===== config.mk =====
export PLATFORM = sky130hd
export DESIGN_NAME = trig_pulse_timer
export DESIGN_NICKNAME = d
export VERILOG_FILES = /design/src/rtl/tpt_pkg.sv /design/src/rtl/tpt_trig_edge.sv /design/src/rtl/tpt_prescaler.sv /design/src/rtl/tpt_preload.sv /design/src/rtl/trig_pulse_timer.sv
export SDC_FILE = /design/constraint.sdc
export NUM_CORES = 1
export LEC_CHECK = 0
export ABC_AREA = 1
export BUFFER_PORTS_ARGS = -buffer_cell sky130_fd_sc_hd__buf_2
export CAP_MARGIN = 20
export CORE_MARGIN = 5
export CORE_UTILIZATION = 64
export CTS_CLUSTER_SIZE = 24
export DETAILED_ROUTE_END_ITERATION = 8
export GPL_TIMING_DRIVEN = 0
export MAX_ROUTING_LAYER = met4
export PLACE_DENSITY = 0.87
export SYNTH_ARGS = -nofsm -noshare
export SYNTH_HDL_FRONTEND = slang
export SYNTH_SLANG_ARGS = --single-unit

===== constraint.sdc =====
create_clock -name clk -period 7 [get_ports clk]
set_input_delay 0.7 -clock clk [delete_from_list [all_inputs] [get_ports clk]]
set_output_delay 0.7 -clock clk [all_outputs]
set_load 0.005 [all_outputs]

===== src/rtl/tpt_pkg.sv =====
package tpt_pkg;
  typedef enum logic [1:0] {
    OC_FORCE_LOW  = 2'b00,
    OC_PWM_EARLY  = 2'b01,
    OC_PWM_LATE   = 2'b10,
    OC_FORCE_HIGH = 2'b11
  } oc_mode_e;

  function automatic logic is_pwm(oc_mode_e m);
    return (m == OC_PWM_EARLY) || (m == OC_PWM_LATE);
  endfunction
endpackage


===== src/rtl/tpt_trig_edge.sv =====
module tpt_trig_edge (
  input  logic clk,
  input  logic rst_n,
  input  logic trig_in,
  input  logic invert,
  output logic edge_o
);
  logic lvl;
  logic lvl_q;

  assign lvl    = trig_in ^ invert;
  assign edge_o = lvl & ~lvl_q;

  always_ff @(posedge clk or negedge rst_n) begin
    if (!rst_n) lvl_q <= 1'b0;
    else        lvl_q <= lvl;
  end
endmodule


===== src/rtl/tpt_prescaler.sv =====
module tpt_prescaler #(
  parameter int unsigned PSC_W = 16
) (
  input  logic             clk,
  input  logic             rst_n,
  input  logic             run,
  input  logic             restart,
  input  logic [PSC_W-1:0] div,
  output logic             tick_o
);
  logic [PSC_W-1:0] cnt_q;
  logic [PSC_W-1:0] cnt_d;

  always_comb begin
    cnt_d  = cnt_q;
    tick_o = 1'b0;
    if (restart) begin
      cnt_d = '0;
    end else if (run) begin
      if (cnt_q >= div) begin
        tick_o = 1'b1;
        cnt_d  = '0;
      end else begin
        cnt_d = cnt_q + 1'b1;
      end
    end
  end

  always_ff @(posedge clk or negedge rst_n) begin
    if (!rst_n) cnt_q <= '0;
    else        cnt_q <= cnt_d;
  end
endmodule


===== src/rtl/tpt_preload.sv =====
module tpt_preload #(
  parameter int unsigned W = 16
) (
  input  logic         clk,
  input  logic         rst_n,
  input  logic         we,
  input  logic [W-1:0] wdata,
  input  logic         preload_en,
  input  logic         update,
  output logic [W-1:0] active_o
);
  logic [W-1:0] shadow_q, shadow_d;
  logic [W-1:0] active_q, active_d;

  always_comb begin
    shadow_d = we ? wdata : shadow_q;
    if (we && !preload_en)  active_d = wdata;
    else if (update)        active_d = shadow_q;
    else                    active_d = active_q;
  end

  always_ff @(posedge clk or negedge rst_n) begin
    if (!rst_n) begin
      shadow_q <= '0;
      active_q <= '0;
    end else begin
      shadow_q <= shadow_d;
      active_q <= active_d;
    end
  end

  assign active_o = active_q;
endmodule


===== src/rtl/trig_pulse_timer.sv =====
module trig_pulse_timer #(
  parameter int unsigned CNT_W = 16,
  parameter int unsigned PSC_W = 16
) (
  input  logic             clk,
  input  logic             rst_n,
  input  logic             trig_in,
  input  logic [PSC_W-1:0] cfg_psc,
  input  logic [1:0]       cfg_oc_mode,
  input  logic             cfg_fast,
  input  logic             cfg_one_shot,
  input  logic             cfg_out_inv,
  input  logic             cfg_trig_inv,
  input  logic             cfg_preload,
  input  logic             arr_we,
  input  logic [CNT_W-1:0] arr_wdata,
  input  logic             cmp_we,
  input  logic [CNT_W-1:0] cmp_wdata,
  input  logic             sw_update,
  output logic             pulse_out,
  output logic             running_o,
  output logic [CNT_W-1:0] count_o
);
  import tpt_pkg::*;

  localparam int unsigned SYNC_STAGES = 2;

  // reset: asserted asynchronously, released through a short synchronizer
  logic [SYNC_STAGES-1:0] rst_sync_q;
  logic                   rst_core_n;

  always_ff @(posedge clk or negedge rst_n) begin
    if (!rst_n) rst_sync_q <= '0;
    else        rst_sync_q <= {rst_sync_q[SYNC_STAGES-2:0], 1'b1};
  end
  assign rst_core_n = rst_sync_q[SYNC_STAGES-1];

  oc_mode_e         mode;
  logic             trig_edge, start, tick, at_top, rollover, upd_evt;
  logic [CNT_W-1:0] arr_act, cmp_act;
  logic             run_q, run_d, fast_q, fast_d, ref_q, ref_d;
  logic [CNT_W-1:0] cnt_q, cnt_d;
  logic             matched, in_window;

  assign mode = oc_mode_e'(cfg_oc_mode);

  tpt_trig_edge u_edge (
    .clk     (clk),
    .rst_n   (rst_core_n),
    .trig_in (trig_in),
    .invert  (cfg_trig_inv),
    .edge_o  (trig_edge)
  );

  assign start = trig_edge & ~run_q;

  tpt_prescaler #(.PSC_W(PSC_W)) u_psc (
    .clk     (clk),
    .rst_n   (rst_core_n),
    .run     (run_q),
    .restart (start),
    .div     (cfg_psc),
    .tick_o  (tick)
  );

  assign at_top   = (cnt_q >= arr_act);
  assign rollover = run_q & tick & at_top;
  assign upd_evt  = rollover | sw_update;

  tpt_preload #(.W(CNT_W)) u_arr (
    .clk        (clk),
    .rst_n      (rst_core_n),
    .we         (arr_we),
    .wdata      (arr_wdata),
    .preload_en (cfg_preload),
    .update     (upd_evt),
    .active_o   (arr_act)
  );

  tpt_preload #(.W(CNT_W)) u_cmp (
    .clk        (clk),
    .rst_n      (rst_core_n),
    .we         (cmp_we),
    .wdata      (cmp_wdata),
    .preload_en (cfg_preload),
    .update     (upd_evt),
    .active_o   (cmp_act)
  );

  // counter and enable next state
  always_comb begin
    run_d  = run_q;
    cnt_d  = cnt_q;
    fast_d = fast_q;
    if (start) begin
      run_d  = 1'b1;
      cnt_d  = '0;
      fast_d = cfg_fast & is_pwm(mode);
    end else if (run_q && tick) begin
      if (at_top) begin
        cnt_d  = '0;
        fast_d = 1'b0;
        if (cfg_one_shot) run_d = 1'b0;
      end else begin
        cnt_d = cnt_q + 1'b1;
      end
    end
  end

  // output reference next state
  assign matched   = fast_q | (cnt_q >= cmp_act);
  assign in_window = run_q & (cnt_q < arr_act);

  always_comb begin
    unique case (mode)
      OC_FORCE_LOW:  ref_d = 1'b0;
      OC_FORCE_HIGH: ref_d = 1'b1;
      OC_PWM_LATE:   ref_d = start ? cfg_fast : (in_window & matched);
      OC_PWM_EARLY:  ref_d = start ? 1'b0     : (in_window & ~matched);
      default:       ref_d = 1'b0;
    endcase
  end

  always_ff @(posedge clk or negedge rst_core_n) begin
    if (!rst_core_n) begin
      run_q  <= 1'b0;
      cnt_q  <= '0;
      fast_q <= 1'b0;
      ref_q  <= 1'b0;
    end else begin
      run_q  <= run_d;
      cnt_q  <= cnt_d;
      fast_q <= fast_d;
      ref_q  <= ref_d;
    end
  end

  assign pulse_out = ref_q ^ cfg_out_inv;
  assign running_o = run_q;
  assign count_o   = cnt_q;
endmodule


==> results of run 1 <==
[area by class of cell]
| class | count | share of cell area [%] |
|---|---|---|
| Buffer | 30 | 2.26 |
| Clock buffer | 9 | 1.68 |
| Clock inverter | 7 | 1.19 |
| Inverter | 134 | 6.82 |
| Multi-Input combinational cell | 568 | 45.4 |
| Sequential cell | 102 | 34.7 |
| Tap cell | 136 | 2.31 |
| Timing Repair Buffer | 79 | 5.67 |
[critical path, delay by kind of cell, from the launching register on]
family                     cells  cell delay [ns]
adders and majority gates      1             0.40
and+or+nand+nor                8             0.73
AOI/OAI and AO/OA              1             0.28
DFF                            1             0.56
buffers and inverters          1             0.25
[stage by stage]
step                      area (um^2)  power (W)  hold slack (ns)
after floorplan                  6570    0.00132            0.331
after global placement           7130    0.00149            0.340
after detailed placement         7160    0.00154            0.277
after CTS                        7370    0.00194           0.0787
after global routing             7370    0.00210           0.0728
final                            7370    0.00193           0.0892
[power by group]
group	internal [W]	total, W	leakage (nW)	switching, W
combinational	0.000287	0.000693	2.56	0.000406
clock	0.000174	0.000398	0.108	0.000224
sequential	0.000695	0.000840	1.25	0.000144
[cells by family after synthesis]
kind of cell,count (synthesis)
and+or+nand+nor,369
adders and majority gates,54
buffers and inverters,164
xor gates and xnor gates,22
DFF,102
AOI/OAI and AO/OA,122
other,1
[sequential cells by signal, summed over array words and instances (netlist names)]
register / flops
ref_q: 1
u_arr.shadow_q: 16
u_edge.lvl_q: 1
count_o: 16
u_arr.active_o: 16
u_cmp.shadow_q: 16
running_o: 1
rst_sync_q: 2
fast_q: 1
u_cmp.active_o: 16
u_psc.cnt_q: 16
[Yosys cell counts (all sizes together) (2+ instances only)]
| cell type | instances |
|---|---|
| nand3 | 31 |
| nor3 | 25 |
| a21oi | 55 |
| nor2 | 59 |
| dfrtp | 102 |
| nand3b | 3 |
| buf | 14 |
| ha | 54 |
| xnor2 | 2 |
| inv | 133 |
| o21ai | 56 |
| o22ai | 6 |
| clkbuf | 16 |
| nand2 | 205 |
| nand4 | 44 |
| xor2 | 20 |
[worst min-delay path by stage]
stage                       start           endpoint  slack (ns)  depth (start not counted)
floorplan           rst_sync_q[0]      rst_sync_q[1]        0.33                          0
global placement    rst_sync_q[0]      rst_sync_q[1]        0.34                          0
detailed placement  rst_sync_q[1]  u_arr.shadow_q[9]        0.28                          0
CTS                         rst_n      rst_sync_q[1]        0.08                          1
global route                rst_n      rst_sync_q[1]        0.07                          1
finish                      rst_n      rst_sync_q[1]        0.09                          1
[routing by layer]
layer | vias to the layer above | share of wire [%]
met2 | 183 | 47
met5 | - | 0
li1 | 2885 | -
met1 | 2603 | 45
met4 | 0 | 2.3
met3 | 32 | 5.7
==> flow_summary_export.csv, run 1 <==
group,metric,value,unit
setup_path,path_class,"reg -> reg",
timing,rsz0062_at_grt,"no",
route,vias,5703,
route,ant_nets,0,
setup_path,r2r_end,"u_arr.active_o[13]",
synthesis,ys_seq_area_share,38.9,%
timing,hold_violations,0,
layout,ff_latch_area,2560,um^2
power_and_ir_drop,peakVddDrop,0.000130,V
die,die_h,111,um
place,placed_cells,1049,
synthesis,synth_xor_area_share,2.93,%
synthesis,synthArstFlopShare,100,%
setup_path,path_cells,"ha_1, nand2_1, nand2_1, nand2_1, a21oi_1, nor2_4, nand3_4, nand3_4, buf_2, nand4_1, nand2_2",
setup_path,startpoint_type,"flop",
synthesis,synthesis.area,6570,um^2
run_status,status,"finished clean",
die,io_pins,79,
setup_path,critPathMaxStageDelay,0.56,ns
clocking,clkLatencyLatePin,0.38,ns
synthesis,yosysWarnings,0,
synthesis,synth_top_cell_by_area,"dfrtp_1",
clocking,cts_sinks,102,
clocking,cts_buffer_depth,2,
setup_path,cp_common_cell,"nand2_1",
layout,layout.cells.non_filler,1065,
place,gp_congestion,0.919,
global_route,grt.busiest_layer,"met2",
layout,multi_input_area,3350,um^2
timing,period_needed,2.30,ns
global_route,grtUsageMet3,2.89,%
setup_path,rrSetupSlack,4.70,ns
synthesis,ys_top_cells_by_area,"dfrtp_1 39%, ha_1 10%, nand2_1 9.3%",
setup_path,crit_end,"u_arr.active_o[13]",
route,via_per_inst,5.35,
timing,drv_slew,0,
layout,nNetsFinal,1039,
setup_path,critPathRequiredTime,7.27,ns
global_route,grt_pass1_vias,5592,
synthesis,synth.distinct_cells,40,
synthesis,syn_avg_cell_area,7.88,um^2
synthesis,yosys_most_used_dff,"dfrtp_1",
synthesis,synth_mux_area_share,0,%
setup_path,r2r-start,"count_o[9]",
route,routed_wl,14800,um
synthesis,syn-num-nets,949,
route,wire_per_inst,13.9,um
die,fp.dieArea,12400,um^2
route,drc_errors,0,
timing,finClkSkew,0.0148,ns
timing,worst_slack,4.70,ns
die,start_util,64.5,%
clocking,cts_setup_buffers,0,
die,core_area,10200,um^2
global_route,met2_usage,41.4,%
clocking,cts_buffers,9,
die,die_w,111,um
timing,finalSetupTns,0,ns
layout,layout_common_cells,"162 x nand2_1, 129 x inv_1, 101 x dfrtp_1, 86 x buf_2",
synthesis,syn_inst,834,
hold_path,hold_path.class,"in -> async",
clocking,cts_tree,"yes",
synthesis,synthSimpleGateAreaFrac,28.0,%
layout,num_antenna_cells,0,
timing,fmax,435,MHz
place,portBuffers,78,
setup_path,cp_slowest_cell,"dfrtp_1",
layout,layout-drive-gt1-share,19.1,%
power_and_ir_drop,p_leak,3.91,nW
power_and_ir_drop,power_density,262,nW/um^2
global_route,track_usage,25.5,%
place,dp_hpwl,11200,um
synthesis,synth-compound-area-share,9.66,%
global_route,gr-total-overflow,0,
clocking,h-tree-depth,3,
layout,n_fill_cell,820,
clocking,cts_root_buf,"clkbuf_8",
timing,setup_viol,0,
global_route,grt_max_degree,73,
global_route,grt_pass1_wl,25800,um
clocking,clk_pin_slew,0.10,ns
clocking,cts-hold-fix-buffers,0,
setup_path,crit_arrival,2.57,ns
synthesis,synth_top_family_by_area,"simple AND/OR/NAND/NOR gates",
setup_path,path_max_fanout,10,
synthesis,ys_ff_latch,102,
route,drt_iter0_drc,330,
clocking,cts_repair_resize_count,0,
setup_path,end_kind,"flop",
global_route,grtUsageMet1,33.5,%
flow_run,maxCapViolations,0,
global_route,antenna_found_initial,0,
setup_path,rr_worst_depth,11,
timing,fin_crit_sh,32.8,%
synthesis,synth_fa_ha_area_share,10.3,%
route,dr.pass1.iters,5,
synthesis,synth-edff-count,0,
layout,fin_util,72.4,%
layout,area_growth,12.2,%
synthesis,synth_top_area_share,38.9,%
die,num_rows,37,
layout,layout_commonest_cell,"nand2_1",
setup_path,critPathLaunch,"count_o[9]",
place,place_ws,4.51,ns
(Power assumes the default switching activity.)
==> run 2, diff against run 1 <==
Settings changed: CORE_UTILIZATION 64 to 59, PLACE_DENSITY 0.87 to 0.81.
Clock period 7 ns to 2.3 ns, I/O delays scaled along.
==> flow_summary_export.csv, run 2 (synthesis gave the netlist of run 1 again) <==
group,metric,value,unit
run_status,status,"finished clean",
layout,fin_util,67.9,%
clocking,cts_setup_buffers,0,
setup_path,path_max_fanout,10,
setup_path,rr_worst_depth,11,
clocking,cts_buffer_depth,2,
die,num_rows,38,
power_and_ir_drop,switchingPower,0.00227,W
layout,layout-drive-gt1-share,19.2,%
route,dr.pass1.iters,4,
power_and_ir_drop,swShare,39.2,%
global_route,grt_pass1_vias,5429,
die,fp.dieArea,13300,um^2
setup_path,critPathLaunch,"count_o[7]",
clocking,cts_root_buf,"clkbuf_8",
setup_path,end_kind,"flop",
place,place_ws,0.0919,ns
route,wire_per_inst,13.5,um
die,start_util,60.3,%
timing,setup_viol,0,
timing,fin_crit_sh,93.1,%
setup_path,startpoint_type,"flop",
layout,n_fill_cell,961,
clocking,cts_sinks,102,
clocking,clkLatencyLatePin,0.37,ns
layout,area_growth,12.5,%
setup_path,path_class,"reg -> reg",
setup_path,crit_arrival,2.41,ns
place,gp_congestion,0.872,
timing,drv_slew,0,
global_route,grt_max_degree,73,
global_route,antenna_found_initial,0,
die,core_area,10900,um^2
hold_path,hold_path.class,"in -> reg",
place,portBuffers,78,
die,die_w,116,um
timing,worst_slack,0.159,ns
clocking,h-tree-depth,3,
layout,layout_common_cells,"162 x nand2_1, 129 x inv_1, 97 x dfrtp_1, 83 x buf_2",
timing,finClkSkew,0.0125,ns
layout,nNetsFinal,1040,
layout,layout_commonest_cell,"nand2_1",
power_and_ir_drop,power.sequential.fraction,44.1,%
route,vias,5573,
power_and_ir_drop,peakVddDrop,0.000452,V
setup_path,r2r_end,"u_cmp.active_o[9]",
setup_path,critPathRequiredTime,2.57,ns
power_and_ir_drop,power_density,785,nW/um^2
power_and_ir_drop,pwr-share-clk,20.2,%
setup_path,r2r-start,"count_o[7]",
die,io_pins,79,
hold_path,min_from,"cfg_one_shot",
layout,num_antenna_cells,0,
timing,fmax,467,MHz
power_and_ir_drop,pwr-share-comb,35.8,%
route,via_per_inst,5.21,
setup_path,rrSetupSlack,0.16,ns
clocking,cts_buffers,9,
flow_run,maxCapViolations,0,
global_route,track_usage,23.9,%
die,die_h,116,um
route,routed_wl,14500,um
timing,rsz0062_at_grt,"no",
power_and_ir_drop,p_leak,3.91,nW
place,dp_hpwl,11000,um
power_and_ir_drop,internal_power,0.00353,W
global_route,grt_pass1_wl,25200,um
timing,period_needed,2.14,ns
route,drc_errors,0,
route,drt_iter0_drc,376,
clocking,clk_pin_slew,0.10,ns
timing,hold_violations,0,
global_route,gr-total-overflow,0,
clocking,cts_tree,"yes",
route,ant_nets,0,
setup_path,crit_end,"u_cmp.active_o[9]",
-- run 2: stage by stage --
stage	TNS (ns)	cells	instance area, um^2	power, W	hold slack (ns)
after floorplan	0	834	6570	0.00401	-0.0656
after global placement	-0.523	1052	7140	0.00456	0.0161
after detailed placement	0	1053	7170	0.00465	0.0175
after CTS	0	1070	7380	0.00582	0.0183
after global routing	0	1070	7390	0.00630	0.0374
final	0	1070	7390	0.00580	0.0280
-- run 2: power by group through the flow --
stage | combinational (W) | sequential, W | clock (W)
finish | 0.00207 | 0.00255 | 0.00117
global placement | 0.00196 | 0.00260 | 0
CTS | 0.00208 | 0.00255 | 0.00118
floorplan | 0.00155 | 0.00246 | 0
detailed placement | 0.00206 | 0.00259 | 0
global route | 0.00241 | 0.00261 | 0.00127
-- run 2: final cells by class --
| cell class | count | area, um^2 | share of cell area [%] |
|---|---|---|---|
| clock inverters | 4 | 55.1 | 0.745 |
| repair buffers | 80 | 428 | 5.79 |
| flip-flops and latches | 102 | 2560 | 34.7 |
| well taps | 140 | 175 | 2.37 |
| clock buffers | 12 | 145 | 1.96 |
| inverters | 134 | 503 | 6.81 |
| multi-input cells | 568 | 3350 | 45.3 |
| plain buffers | 30 | 174 | 2.35 |
-- run 2: what timing repair did --
item	in CTS	in global routing
hold buffers	1	0
gates resized for setup	0	10
endpoints found under the setup margin	0	30
hold endpoints to repair	2	0
-- run 2: worst min-delay path by stage --
| stage | end | slack [ns] | depth (start not counted) |
|---|---|---|---|
| 3_3_place_gp | rst_sync_q[0] | 0.02 | 1 |
| 3_5_place_dp | rst_sync_q[0] | 0.02 | 1 |
| 5_1_grt | running_o | 0.04 | 2 |
| 6_report | running_o | 0.03 | 2 |
| 4_1_cts | running_o | 0.02 | 2 |
| 2_1_floorplan | rst_sync_q[0] | -0.07 | 0 |
-- run 2: critical path: stages, from the launching register on --
cell and delay, ns:
dfrtp_1 0.52, ha_1 0.37, a21o_1 0.16, nor2_1 0.09
nand2_1 0.07, nand2_2 0.09, nand3_4 0.11, nand3_4 0.19
nand3_4 0.14, buf_12 0.18, nand2_2 0.06, nand2_2 0.04
-- run 2: per-layer routing --
layer / routed length [um] / track usage, %
met1: 6850 / 33.3
met2: 6510 / 36.2
met3: 896 / 3.76
met4: 197 / 7.28
met5: 0 / -
==> run 3, diff against run 2 <==
Settings changed: BUFFER_PORTS_ARGS -buffer_cell sky130_fd_sc_hd__buf_2 to default, CORE_ASPECT_RATIO from default to 1.2, CORE_UTILIZATION 59 to 65, DONT_BUFFER_PORTS from default to 1.
==> flow_summary_export.csv, run 3 (synthesis gave the netlist of run 1 again) <==
group,metric,value,unit
run_status,status,"finished clean",
route,via_per_inst,5.74,
setup_path,crit_end,"u_cmp.active_o[5]",
global_route,antenna_found_initial,0,
route,wire_per_inst,16.2,um
global_route,grt_pass1_wl,27400,um
timing,worst_slack,0.0828,ns
timing,finClkSkew,0.00551,ns
layout,multi_input_area,3350,um^2
clocking,cts_tree,"yes",
power_and_ir_drop,p_leak,3.73,nW
layout,layout_commonest_cell,"nand2_1",
place,portBuffers,0,
die,fp.dieArea,12200,um^2
hold_path,hold_path.class,"in -> reg",
clocking,clk_pin_slew,0.07,ns
layout,n_fill_cell,748,
flow_run,maxCapViolations,0,
power_and_ir_drop,pwr-share-clk,24.2,%
setup_path,r2r-start,"count_o[14]",
layout,ff_latch_area,2570,um^2
setup_path,cp_common_cell,"nand3_4",
die,num_rows,40,
setup_path,path_class,"reg -> reg",
layout,num_antenna_cells,0,
die,start_util,66.0,%
clocking,clkLatencyLatePin,0.35,ns
die,die_w,102,um
power_and_ir_drop,switchingPower,0.00241,W
timing,hold_violations,0,
global_route,grtUsageMet1,34.7,%
layout,nNetsFinal,987,
timing,period_needed,2.22,ns
die,core_area,9960,um^2
place,gp_congestion,0.894,
global_route,grt_pass1_vias,5859,
global_route,met2_usage,47.5,%
timing,fin_crit_sh,96.4,%
route,ant_nets,0,
setup_path,crit_buf_inv,1,
setup_path,rr_worst_depth,10,
power_and_ir_drop,power_density,836,nW/um^2
power_and_ir_drop,peakVddDrop,0.000468,V
route,dr.pass1.iters,5,
layout,area_growth,11.5,%
power_and_ir_drop,power.sequential.fraction,42.8,%
setup_path,rrSetupSlack,0.08,ns
timing,fin_hold_ws,0.00543,ns
place,place_ws,0.0136,ns
setup_path,crit_arrival,2.51,ns
setup_path,crit_cells,10,
route,drt_iter0_drc,295,
route,routed_wl,16200,um
timing,rsz0062_at_grt,"yes",
die,io_pins,79,
setup_path,startpoint_type,"flop",
setup_path,path_max_fanout,10,
route,vias,5756,
global_route,grt.busiest_layer,"met2",
global_route,track_usage,28.8,%
power_and_ir_drop,internal_power,0.00372,W
global_route,gr-total-overflow,0,
layout,layout-drive-gt1-share,12.3,%
setup_path,r2r_end,"u_cmp.active_o[5]",
clocking,cts_buffer_depth,2,
setup_path,critPathTopFamily,"simple AND/OR/NAND/NOR gates",
power_and_ir_drop,pwr-share-comb,32.9,%
die,die_h,120,um
timing,drv_slew,0,
setup_path,end_kind,"flop",
timing,setup_viol,0,
route,drc_errors,0,
clocking,cts_root_buf,"clkbuf_16",
timing,worst_slew_pin_slew,0.687,ns
clocking,cts_setup_buffers,0,
setup_path,critPathRequiredTime,2.59,ns
place,dp_hpwl,11900,um
setup_path,cp_slowest_cell,"dfrtp_1",
setup_path,critPathMaxStageDelay,0.52,ns
clocking,cts_sinks,102,
timing,max-slew-margin-rel,54.2,%
setup_path,critPathLaunch,"count_o[14]",
global_route,grtUsageMet3,5.47,%
clocking,cts_buffers,9,
timing,fmax,451,MHz
global_route,grt_max_degree,52,
setup_path,path_cells,"ha_1, nand4_2, nor2_2, nand3_2, nand3_4, nand3_4, nand3_4, buf_12, nand2_2, nand2_2",
power_and_ir_drop,swShare,39.3,%
clocking,h-tree-depth,3,
timing,finalSetupTns,0,ns
layout,layout_common_cells,"162 x nand2_1, 129 x inv_1, 92 x dfrtp_1, 54 x a21oi_1, 54 x ha_1",
-- run 3: worst min-delay path by stage --
stage | slack, ns | cells after the start | to | start
4_1_cts | 0.0005 | 2 | u_arr.shadow_q[6] | arr_wdata[6]
2_1_floorplan | -0.07 | 0 | rst_sync_q[0] | rst_n
3_5_place_dp | -0.07 | 0 | rst_sync_q[0] | rst_n
6_report | 0.005 | 2 | u_arr.shadow_q[6] | arr_wdata[6]
5_1_grt | 0.004 | 2 | u_cmp.shadow_q[5] | cmp_wdata[5]
3_3_place_gp | -0.07 | 0 | rst_sync_q[0] | rst_n
-- run 3: area by class of cell --
class / instances / area share, %
multi-input cells: 568 / 45.7
flip-flops and latches: 102 / 35.0
inverters: 134 / 6.87
repair buffers: 27 / 3.93
clock buffers: 11 / 3.31
plain buffers: 30 / 2.37
well taps: 126 / 2.15
clock inverters: 5 / 0.598
-- run 3: stage by stage --
stage	total power, W	area, um^2	utilization [%]	cells
2_1_floorplan	0.00401	6570	-	834
3_3_place_gp	0.00441	6730	67.6	960
3_5_place_dp	0.00459	6760	67.9	961
4_1_cts	0.00612	7310	73.4	1003
5_1_grt	0.00657	7330	73.6	1003
6_report	0.00612	7330	73.6	1003
-- run 3: repair_timing --
| item | CTS | global route |
|---|---|---|
| cloned | 0 | 0 |
| gates resized for setup | 1 | 15 |
| hold endpoints to repair | 25 | 0 |
| endpoints found under the setup margin | 8 | 31 |
| hold buffers | 26 | 0 |
-- run 3: per-layer routing --
metal | vias to the layer above | part of all wire (%)
met3 | 44 | 7.1
met2 | 215 | 51
met5 | - | 0
met1 | 2710 | 39
li1 | 2787 | -
met4 | 0 | 2.9
-- run 3: power groups by stage --
| stage | combinational, W | clock, W | sequential (W) |
|---|---|---|---|
| final | 0.00202 | 0.00148 | 0.00262 |
| after floorplan | 0.00155 | 0 | 0.00246 |
| after detailed placement | 0.00194 | 0 | 0.00264 |
| after global placement | 0.00178 | 0 | 0.00263 |
| after global routing | 0.00233 | 0.00157 | 0.00267 |
| after CTS | 0.00201 | 0.00150 | 0.00261 |
